$ cat config.mk
export PLATFORM = sky130hd
export DESIGN_NAME = rate_flag_gen
export DESIGN_NICKNAME = d
export VERILOG_FILES = /design/src/rtl/rfg_pkg.sv /design/src/rtl/charge_rate_mon.sv /design/src/rtl/discharge_classifier.sv /design/src/rtl/rate_flag_gen.sv
export SDC_FILE = /design/constraint.sdc
export NUM_CORES = 1
export LEC_CHECK = 0
export CORE_MARGIN = 4
export CORE_UTILIZATION = 40
export CTS_CLUSTER_DIAMETER = 80
export DETAILED_ROUTE_END_ITERATION = 16
export HOLD_SLACK_MARGIN = 0.03
export PLACE_DENSITY = 0.82
export SLEW_MARGIN = 20
export SYNTH_ARGS = -nofsm -noshare
export SYNTH_HDL_FRONTEND = slang
export SYNTH_SLANG_ARGS = --single-unit
$ cat constraint.sdc
create_clock -name clk -period 0.95 [get_ports clk]
set_input_delay 0.095 -clock clk [delete_from_list [all_inputs] [get_ports clk]]
set_output_delay 0.095 -clock clk [all_outputs]
set_load 0.01 [all_outputs]
$ cat src/rtl/rfg_pkg.sv
package rfg_pkg;
  localparam int unsigned NUM_THR = 4;
  localparam int unsigned CODE_W  = 3;
  // Regime boundaries in millivolts, ascending; each value opens the higher regime
  localparam int unsigned DCH_THR [NUM_THR] = '{50, 100, 150, 253};
  localparam logic [7:0]  STATUS_ADDR = 8'h06;

  typedef struct packed {
    logic              fast_chg;
    logic [CODE_W-1:0] dch_code;
    logic [2:0]        rsv;
    logic              ovld;
  } status_t;
endpackage

$ cat src/rtl/charge_rate_mon.sv
module charge_rate_mon #(
  parameter int unsigned WIN_CYCLES = 1000,
  parameter int unsigned MIN_PULSES = 2
) (
  input  logic clk,
  input  logic rst_n,
  input  logic chg_start,
  input  logic chg_pulse,
  output logic fast_chg
);
  localparam int unsigned WIN_W = (WIN_CYCLES > 1) ? $clog2(WIN_CYCLES) : 1;
  localparam int unsigned CNT_W = $clog2(MIN_PULSES + 1);
  localparam logic [WIN_W-1:0] WIN_LAST = WIN_W'(WIN_CYCLES - 1);
  localparam logic [CNT_W-1:0] CNT_SAT  = CNT_W'(MIN_PULSES);

  logic [WIN_W-1:0] win_q, win_d;
  logic [CNT_W-1:0] cnt_q, cnt_d, cnt_sum;
  logic             cr_q, cr_d;
  logic             win_end;

  assign win_end = (win_q == WIN_LAST);

  always_comb begin
    if (chg_pulse && (cnt_q != CNT_SAT)) cnt_sum = cnt_q + CNT_W'(1);
    else                                 cnt_sum = cnt_q;
  end

  always_comb begin
    win_d = win_q;
    cnt_d = cnt_q;
    cr_d  = cr_q;
    if (chg_start) begin
      cr_d  = 1'b1;
      win_d = '0;
      cnt_d = chg_pulse ? CNT_W'(1) : '0;
    end else if (win_end) begin
      if (cnt_sum < CNT_SAT) cr_d = 1'b0;
      win_d = '0;
      cnt_d = '0;
    end else begin
      win_d = win_q + WIN_W'(1);
      cnt_d = cnt_sum;
    end
  end

  always_ff @(posedge clk or negedge rst_n) begin
    if (!rst_n) begin
      win_q <= '0;
      cnt_q <= '0;
      cr_q  <= 1'b0;
    end else begin
      win_q <= win_d;
      cnt_q <= cnt_d;
      cr_q  <= cr_d;
    end
  end

  assign fast_chg = cr_q;

  // a start sets the flag at the next edge
  p_start_sets_flag_r3: assert property (@(posedge clk) disable iff (!rst_n)
    chg_start |=> cr_q);
  // the flag only ever rises because of a start
  p_rise_needs_start_r3: assert property (@(posedge clk) disable iff (!rst_n)
    $rose(cr_q) |-> $past(chg_start));
  // a window that closes with enough pulses leaves the flag untouched
  p_busy_window_holds_r4: assert property (@(posedge clk) disable iff (!rst_n)
    (win_end && !chg_start && (cnt_sum == CNT_SAT)) |=> $stable(cr_q));
  // window position never passes its last cycle
  p_window_bound_r4: assert property (@(posedge clk) disable iff (!rst_n)
    win_q <= WIN_LAST);
endmodule

$ cat src/rtl/discharge_classifier.sv
module discharge_classifier
  import rfg_pkg::*;
#(
  parameter int unsigned MV_W = 10
) (
  input  logic              clk,
  input  logic              rst_n,
  input  logic              sample_stb,
  input  logic [MV_W-1:0]   sense_mv,
  output logic [CODE_W-1:0] dch_code,
  output logic              ovld
);
  logic [NUM_THR-1:0] above;
  logic [CODE_W-1:0]  code_q, code_d;
  logic               ovl_q, ovl_d;

  for (genvar g = 0; g < NUM_THR; g++) begin : g_thr
    assign above[g] = (32'(sense_mv) >= DCH_THR[g]);
  end

  always_comb begin
    code_d = code_q;
    ovl_d  = ovl_q;
    if (sample_stb) begin
      code_d = '0;
      for (int i = 0; i < NUM_THR; i++) begin
        if (above[i]) code_d = CODE_W'(i + 1);
      end
      ovl_d = above[0];
    end
  end

  always_ff @(posedge clk or negedge rst_n) begin
    if (!rst_n) begin
      code_q <= '0;
      ovl_q  <= 1'b0;
    end else begin
      code_q <= code_d;
      ovl_q  <= ovl_d;
    end
  end

  assign dch_code = code_q;
  assign ovld     = ovl_q;

  // no strobe, no change
  p_hold_without_strobe_r8: assert property (@(posedge clk) disable iff (!rst_n)
    !sample_stb |=> $stable({code_q, ovl_q}));
  // overload present exactly when the regime is above the lowest one
  p_ovld_agrees_code_r7: assert property (@(posedge clk) disable iff (!rst_n)
    ovl_q == (code_q != '0));
  // code never exceeds the top regime
  p_code_in_range_r6: assert property (@(posedge clk) disable iff (!rst_n)
    code_q <= CODE_W'(NUM_THR));
endmodule

$ cat src/rtl/rate_flag_gen.sv
module rate_flag_gen
  import rfg_pkg::*;
#(
  parameter int unsigned WIN_CYCLES = 1000,
  parameter int unsigned MV_W       = 10
) (
  input  logic            clk,
  input  logic            rst_n,
  input  logic            chg_start,
  input  logic            chg_pulse,
  input  logic [MV_W-1:0] sense_mv,
  input  logic            sample_stb,
  input  logic [7:0]      rd_addr,
  output logic [7:0]      rd_data
);
  logic [1:0]        rst_sync_q;
  logic              rst_int_n;
  logic              fast_chg;
  logic [CODE_W-1:0] dch_code;
  logic              ovld;
  status_t           status;

  always_ff @(posedge clk or negedge rst_n) begin
    if (!rst_n) rst_sync_q <= '0;
    else        rst_sync_q <= {rst_sync_q[0], 1'b1};
  end
  assign rst_int_n = rst_sync_q[1];

  charge_rate_mon #(
    .WIN_CYCLES(WIN_CYCLES),
    .MIN_PULSES(2)
  ) i_chg (
    .clk      (clk),
    .rst_n    (rst_int_n),
    .chg_start(chg_start),
    .chg_pulse(chg_pulse),
    .fast_chg (fast_chg)
  );

  discharge_classifier #(
    .MV_W(MV_W)
  ) i_dch (
    .clk       (clk),
    .rst_n     (rst_int_n),
    .sample_stb(sample_stb),
    .sense_mv  (sense_mv),
    .dch_code  (dch_code),
    .ovld      (ovld)
  );

  always_comb begin
    status.fast_chg = fast_chg;
    status.dch_code = dch_code;
    status.rsv      = '0;
    status.ovld     = ovld;
  end

  assign rd_data = (rd_addr == STATUS_ADDR) ? status : 8'h00;
endmodule

==> results.md, run 1 <==
- Initial DRT Pass Iterations: 4
- CP Class: reg2reg
- Met3 routed WL: 114 um
- Peak supply drop: 0.000735 V
- Iter 0 DRT Violations: 35
- P per Cell Area: 971 mW/mm^2
- Register bit total from synthesis: 19
- Placed Cells: 186
- Largest net degree at the start of global routing: 18
- Post-synthesis xor/xnor area fraction: 7.13%
- Critical Path Slowest Stage Cell: or4_4
- Worst r2r src: i_chg.win_q[5]
- Die Span X: 57.6 um
- CTS tree: yes
- Die H: 57.6 um
- Max-cap viol count: 0
- Final hold vios: 0
- CP Data Arrival Time: 1.76 ns
- Async SR Flop Fraction: 100%
- DRT antenna net count: 0
- Buf/Inv on CP: 0
- Failing checks: negative setup slack
- EDFF count, synth: 0
- Post-synthesis adder-cell area fraction: 2.55%
- WP data required: 1.15 ns
- Total Nets Final: 196
- Synth Flop Type: dfrtp_1
- Worst-Skew Late Latency: 0.29 ns
- Port Buffer Count: 27
- Sequential share of the synthesized area: 48.4%
- Max Clk Rate: 641 MHz
- Total Die Area: 0.00331 sq mm
- YS warnings: 0
- Area growth from synthesis to layout: 76.1%
- Clock Sinks: 19
- Routability cong.: 0.737
- Worst path top cell family by delay: simple AND/OR/NAND/NOR gates
- PnR worst setup slack: -0.610 ns
- Vias in the first global route: 1,077
- Post-synthesis cell count: 100
- Slew Viols, Final: 0
- Avg Inst Size Synth: 9.82 sq um
- H-tree depth: 1
- Initial antenna violation count: 0
- Number of library cell types mapped by synthesis: 35
- CTS Root Cell: clkbuf_4
- Via/cell ratio: 5.09
- Post-synthesis simple-gate area fraction: 25.5%
- CP startpoint: i_chg.win_q[5]
- Hold Crit Class: reg2async
- Hold slack: 0.186 ns
- M1 WL: 1110 um
- Initial Util: 43.2%
- Fraction of layout cells with a size suffix above 1: 50.6%
- Dpl hpwl: 2130 um
- Mux cell area share after synthesis: 1.15%
- Area leader, netlist: dfrtp_1
- Setup crit start kind: flip-flop
- Tcrit/Tclk final: 164%
- Post-synthesis compound-gate area fraction: 9.94%
- DR top layer: met4
- Final WL: 2960 um
- CP Max Fanout: 3
- Routed met2 length: 1680 um
- Row count: 17
- Core Region: 0.00228 sq mm
- Via Count: 1,008
- Num CTS Buffers: 3
- Clk buf depth: 2
- Area fraction of the dominant cell type after synthesis: 48.4%
- Synth Cell Area: 982 sq um
- Static Leak: 0.802 nW
- ANT cells: 0
- Avg WL per Cell: 14.9 um
- Clock transition at the registers of the reported paths: 0.11 ns
- Largest family of logic cells by synthesized area: simple AND/OR/NAND/NOR gates
- Setup TNS: -8.08 ns
- Post-layout util: 76.0%
- Crit-path max cell delay: 0.55 ns
- Num ports: 31
- Global route total overflow: 0
- Fin cells: 198
- First-pass GRT wire length: 4620 um
- All-Layer GR Usage: 18.2%
- Residual DRC: 0
- Synth top area cells: dfrtp_1, nor2_1, xnor2_1
- Kind of end point of the critical path: flip-flop
- RSZ-0062 raised after global routing: yes
- Final setup viols: 20
- Final worst path period need: 1.56 ns
- Fin Clk Skew: 0.00437 ns
- Crit-path cells: nand4_1, or4_4, a211o_1, a21o_1
- Outcome: finished, violations left
==> routing by layer <==
layer  global-route usage (%)  vias up
li1                         -      485
met1                     18.5      497
met2                     35.3       22
met3                     3.17        4
met4                     7.95        0
met5                        0        -
==> final cells by class <==
cell class | count | area (sq um)
Timing Repair Buffer | 68 | 566
Clock inverter | 1 | 5.00
Inverter | 4 | 15.0
Sequential cell | 19 | 475
Tap cell | 28 | 35.0
Clock buffer | 3 | 22.5
Multi-Input combinational cell | 75 | 611
Fill cell | 173 | 547
==> flip-flops by register name, summed over array words and instances (netlist names) <==
name,flops
i_chg.cnt_q,2
i_chg.fast_chg,1
i_chg.win_q,10
i_dch.dch_code,3
i_dch.ovld,1
rst_sync_q,2
==> placed cells by master (no fill, tap or decap), drive strengths merged, types with 3 or more instances in the layout <==
| cell type | count |
|---|---|
| nor3 | 5 |
| clkbuf | 4 |
| nor2 | 15 |
| dfrtp | 19 |
| and2 | 4 |
| dlygate4sd2 | 5 |
| buf | 54 |
| nand3 | 3 |
| inv | 4 |
| or3 | 3 |
| nand2 | 6 |
| xnor2 | 5 |
| conb | 4 |
| xor2 | 3 |
| clkdlybuf4s50 | 5 |
==> logic make-up after synthesis <==
family	Yosys count
AO/OA/AOI/OAI	13
XOR/XNOR	8
adder cells (fa/ha/maj)	2
buffers and inverters	8
flip-flops	19
multiplexers	1
other	2
AND/OR/NAND/NOR	47
==> repair_timing <==
| item | CTS | global route |
|---|---|---|
| hold buffers | 1 | 0 |
| resized for setup | 77 | 13 |
| pin swaps | 18 | 12 |
| hold endpoints to repair | 2 | 0 |
| endpoints found under the setup margin | 22 | 21 |
| setup buffers | 4 | 5 |
==> cell usage after synthesis (2+ instances only) <==
| cell type | n |
|---|---|
| dfrtp_1 | 19 |
| nor2_1 | 15 |
| nand2_1 | 6 |
| nor3_1 | 5 |
| xnor2_1 | 5 |
| and2_1 | 4 |
| buf_4 | 4 |
| inv_1 | 4 |
| nand3_1 | 3 |
| or3_1 | 3 |
| xor2_1 | 3 |
| conb_1 | 2 |
| ha_1 | 2 |
| nand4_1 | 2 |
| o22ai_1 | 2 |
| or2b_1 | 2 |
==> final timing paths <==
| check | to | slack (ns) | depth (start not counted) |
|---|---|---|---|
| max | i_chg.fast_chg | -0.61 | 4 |
| min | i_chg.win_q[2] | 0.19 | 1 |
| max reg2reg | i_chg.fast_chg | -0.61 | 4 |
| min reg2reg | i_chg.win_q[2] | 0.19 | 1 |
| max in group asynchronous | rst_sync_q[1] | 0.35 | 2 |
| min in group clk | i_dch.dch_code[0] | 0.26 | 5 |
==> through the flow <==
stage	cell area, sq um	power (W)	worst slack [ns]
2_1_floorplan	1060	0.00102	-0.595
3_3_place_gp	1590	0.00122	-0.995
3_5_place_dp	1590	0.00125	-1.05
4_1_cts	1660	0.00165	-0.589
5_1_grt	1730	0.00177	-0.675
6_report	1730	0.00168	-0.610
==> power by group <==
part / switching (W) / internal [W] / leakage (nW)
Sequential: 0.0000210 / 0.000846 / 0.240
Clock: 0.000246 / 0.000157 / 0.0177
Combinational: 0.000170 / 0.000240 / 0.544
Total: 0.000437 / 0.00124 / 0.802
Note: power is estimated with default switching activity, not from simulation.
==> run 2: changes to the inputs <==
--- a/config.mk
+++ b/config.mk
@@ -5,6 +5,7 @@
 export SDC_FILE = /design/constraint.sdc
 export NUM_CORES = 1
 export LEC_CHECK = 0
+export CORE_ASPECT_RATIO = 0.75
 export CORE_MARGIN = 4
 export CORE_UTILIZATION = 40
 export CTS_CLUSTER_DIAMETER = 80
==> run 2 against run 1 <==
- the flow still finishes with violations (negative setup slack)
- critical path depth increased by 1
- global-route usage increased by 2.0 points
- power increased by 0.39%
- highest routed layer unchanged
==> results.md, run 2 (same netlist as run 1, synthesis figures left out) <==
- Outcome: finished, violations left (unchanged)
- Failing checks: negative setup slack (unchanged)
- Global route total overflow: 0 (unchanged)
- CP Max Fanout: 3 (unchanged)
- Initial Util: 42.2% (was 43.2%)
- Final setup viols: 20 (unchanged)
- Hold Crit Class: reg2async (unchanged)
- Filler cell count in the final layout: 166 (was 173)
- PnR worst setup slack: -0.602 ns (was -0.610 ns)
- Setup TNS: -8.09 ns (was -8.08 ns)
- Core Region: 0.00233 sq mm (was 0.00228 sq mm)
- Placed Cells: 185 (was 186)
- Worst reg2reg setup slack: -0.60 ns (was -0.61 ns)
- WP data required: 1.17 ns (was 1.15 ns)
- Worst-Skew Late Latency: 0.31 ns (was 0.29 ns)
- Area growth from synthesis to layout: 74.1% (was 76.1%)
- Residual DRC: 0 (unchanged)
- Via/cell ratio: 5.23 (was 5.09)
- Fin Clk Skew: 0.0160 ns (was 0.00437 ns)
- Vias in the first global route: 1,081 (was 1,077)
- Fraction of layout cells with a size suffix above 1: 48.8% (was 50.6%)
- Total Nets Final: 192 (was 196)
- Avg WL per Cell: 16.6 um (was 14.9 um)
- Peak supply drop: 0.000999 V (was 0.000735 V)
- Post-layout util: 73.5% (was 76.0%)
- Most frequent cells in the layout: buf_4, dfrtp_1, nor2_1 (unchanged)
- Hold slack: 0.183 ns (was 0.186 ns)
- Final WL: 3310 um (was 2960 um)
- Max-cap viol count: 0 (unchanged)
- Dpl hpwl: 2080 um (was 2130 um)
- Die Span X: 65.2 um (was 57.6 um)
- Worst R2R End: i_chg.fast_chg (unchanged)
- CTS tree: yes (unchanged)
- Num ports: 31 (unchanged)
- Port Buffer Count: 27 (unchanged)
- First-pass GRT wire length: 5010 um (was 4620 um)
- Clk buf depth: 2 (unchanged)
- H-tree depth: 1 (unchanged)
- R2R depth: 5 (was 4)
- Max Clk Rate: 645 MHz (was 641 MHz)
- Max reg flops: 10 (unchanged)
- Clock transition at the registers of the reported paths: 0.12 ns (was 0.11 ns)
- Tcrit/Tclk final: 163% (was 164%)
- Clock Sinks: 19 (unchanged)
- Static Leak: 0.789 nW (was 0.802 nW)
- Total Die Area: 0.00332 sq mm (was 0.00331 sq mm)
- Largest net degree at the start of global routing: 18 (unchanged)
- Iter 0 DRT Violations: 33 (was 35)
- Routability cong.: 0.842 (was 0.737)
- Final hold vios: 0 (unchanged)
- Die H: 50.9 um (was 57.6 um)
- Post-place setup slack: -1.04 ns (was -1.05 ns)
- Num CTS Buffers: 3 (unchanged)
- CP startpoint: i_chg.win_q[1] (was i_chg.win_q[5])
- P per Cell Area: 986 mW/mm^2 (was 971 mW/mm^2)
- Most common cell after layout, fill and taps aside: buf_4 (unchanged)
- CTS Root Cell: clkbuf_4 (unchanged)
- Largest Register: i_chg.win_q (unchanged)
- Row count: 15 (was 17)
- RSZ-0062 raised after global routing: yes (unchanged)
- Final worst path period need: 1.55 ns (was 1.56 ns)
- CP Data Arrival Time: 1.77 ns (was 1.76 ns)
- Setup crit start kind: flip-flop (unchanged)
- All-Layer GR Usage: 20.1% (was 18.2%)
- Kind of end point of the critical path: flip-flop (unchanged)
- ANT cells: 0 (unchanged)
- Slew Viols, Final: 0 (unchanged)
- Initial antenna violation count: 0 (unchanged)
- DRT antenna net count: 0 (unchanged)
- Fin cells: 200 (was 198)
- Initial DRT Pass Iterations: 4 (unchanged)
- CP Class: reg2reg (unchanged)
- Via Count: 1,046 (was 1,008)
- Worst r2r src: i_chg.win_q[1] (was i_chg.win_q[5])
- End of the critical path: i_chg.fast_chg (unchanged)
-- run 2: worst max-delay path, cell delays in order, from the launching register on --
cell and delay, ns:
dfrtp_1 0.38, ha_2 0.21, nand2_2 0.06, or4_4 0.43, a211o_1 0.24, a21o_1 0.15
-- run 2: timing repair --
action                     in CTS  in global routing
resized for setup              77                 14
hold buffers                    1                  0
pin swaps                      16                 10
hold endpoints to repair        2                  0
setup endpoints to repair      22                 22
setup buffers                   5                  5
-- run 2: through the flow --
| step | power, W | area (sq um) |
|---|---|---|
| after floorplan | 0.00102 | 1060 |
| after global placement | 0.00119 | 1530 |
| after detailed placement | 0.00121 | 1530 |
| after CTS | 0.00163 | 1600 |
| after global routing | 0.00177 | 1710 |
| final | 0.00169 | 1710 |
-- run 2: worst min-delay path by stage --
stage | from | end | slack, ns | cells past startpoint
after CTS | rst_sync_q[1] | i_dch.ovld | 0.19 | 1
after global routing | rst_sync_q[1] | i_chg.win_q[4] | 0.21 | 1
after global placement | rst_sync_q[1] | i_chg.win_q[0] | 0.18 | 1
after detailed placement | rst_sync_q[1] | i_chg.win_q[8] | 0.20 | 1
final | rst_sync_q[1] | i_chg.win_q[2] | 0.18 | 1
after floorplan | rst_n | rst_sync_q[0] | -0.20 | 0
-- run 2: cell type report --
| cell class | instances | area [sq um] | area share, % |
|---|---|---|---|
| tap | 34 | 42.5 | 2.49 |
| clock inverter | 1 | 5.00 | 0.293 |
| clock buffer | 3 | 22.5 | 1.32 |
| timing repair buffer | 64 | 538 | 31.5 |
| inverter | 4 | 15.0 | 0.878 |
| multi-input combinational | 75 | 612 | 35.8 |
| sequential | 19 | 475 | 27.8 |
-- run 2: layer usage --
metal	part of all wire, %	GRT usage [%]	vias up
li1	-	-	480
met1	42	22.9	519
met2	51	36.0	39
met3	4.8	3.30	8
met4	2.9	11.0	0
met5	0	0	-
-- run 2: report_power, final --
group	internal, W	switching (W)
clock network	0.000157	0.000262
registers	0.000846	0.0000224
logic	0.000226	0.000172
total	0.00123	0.000457
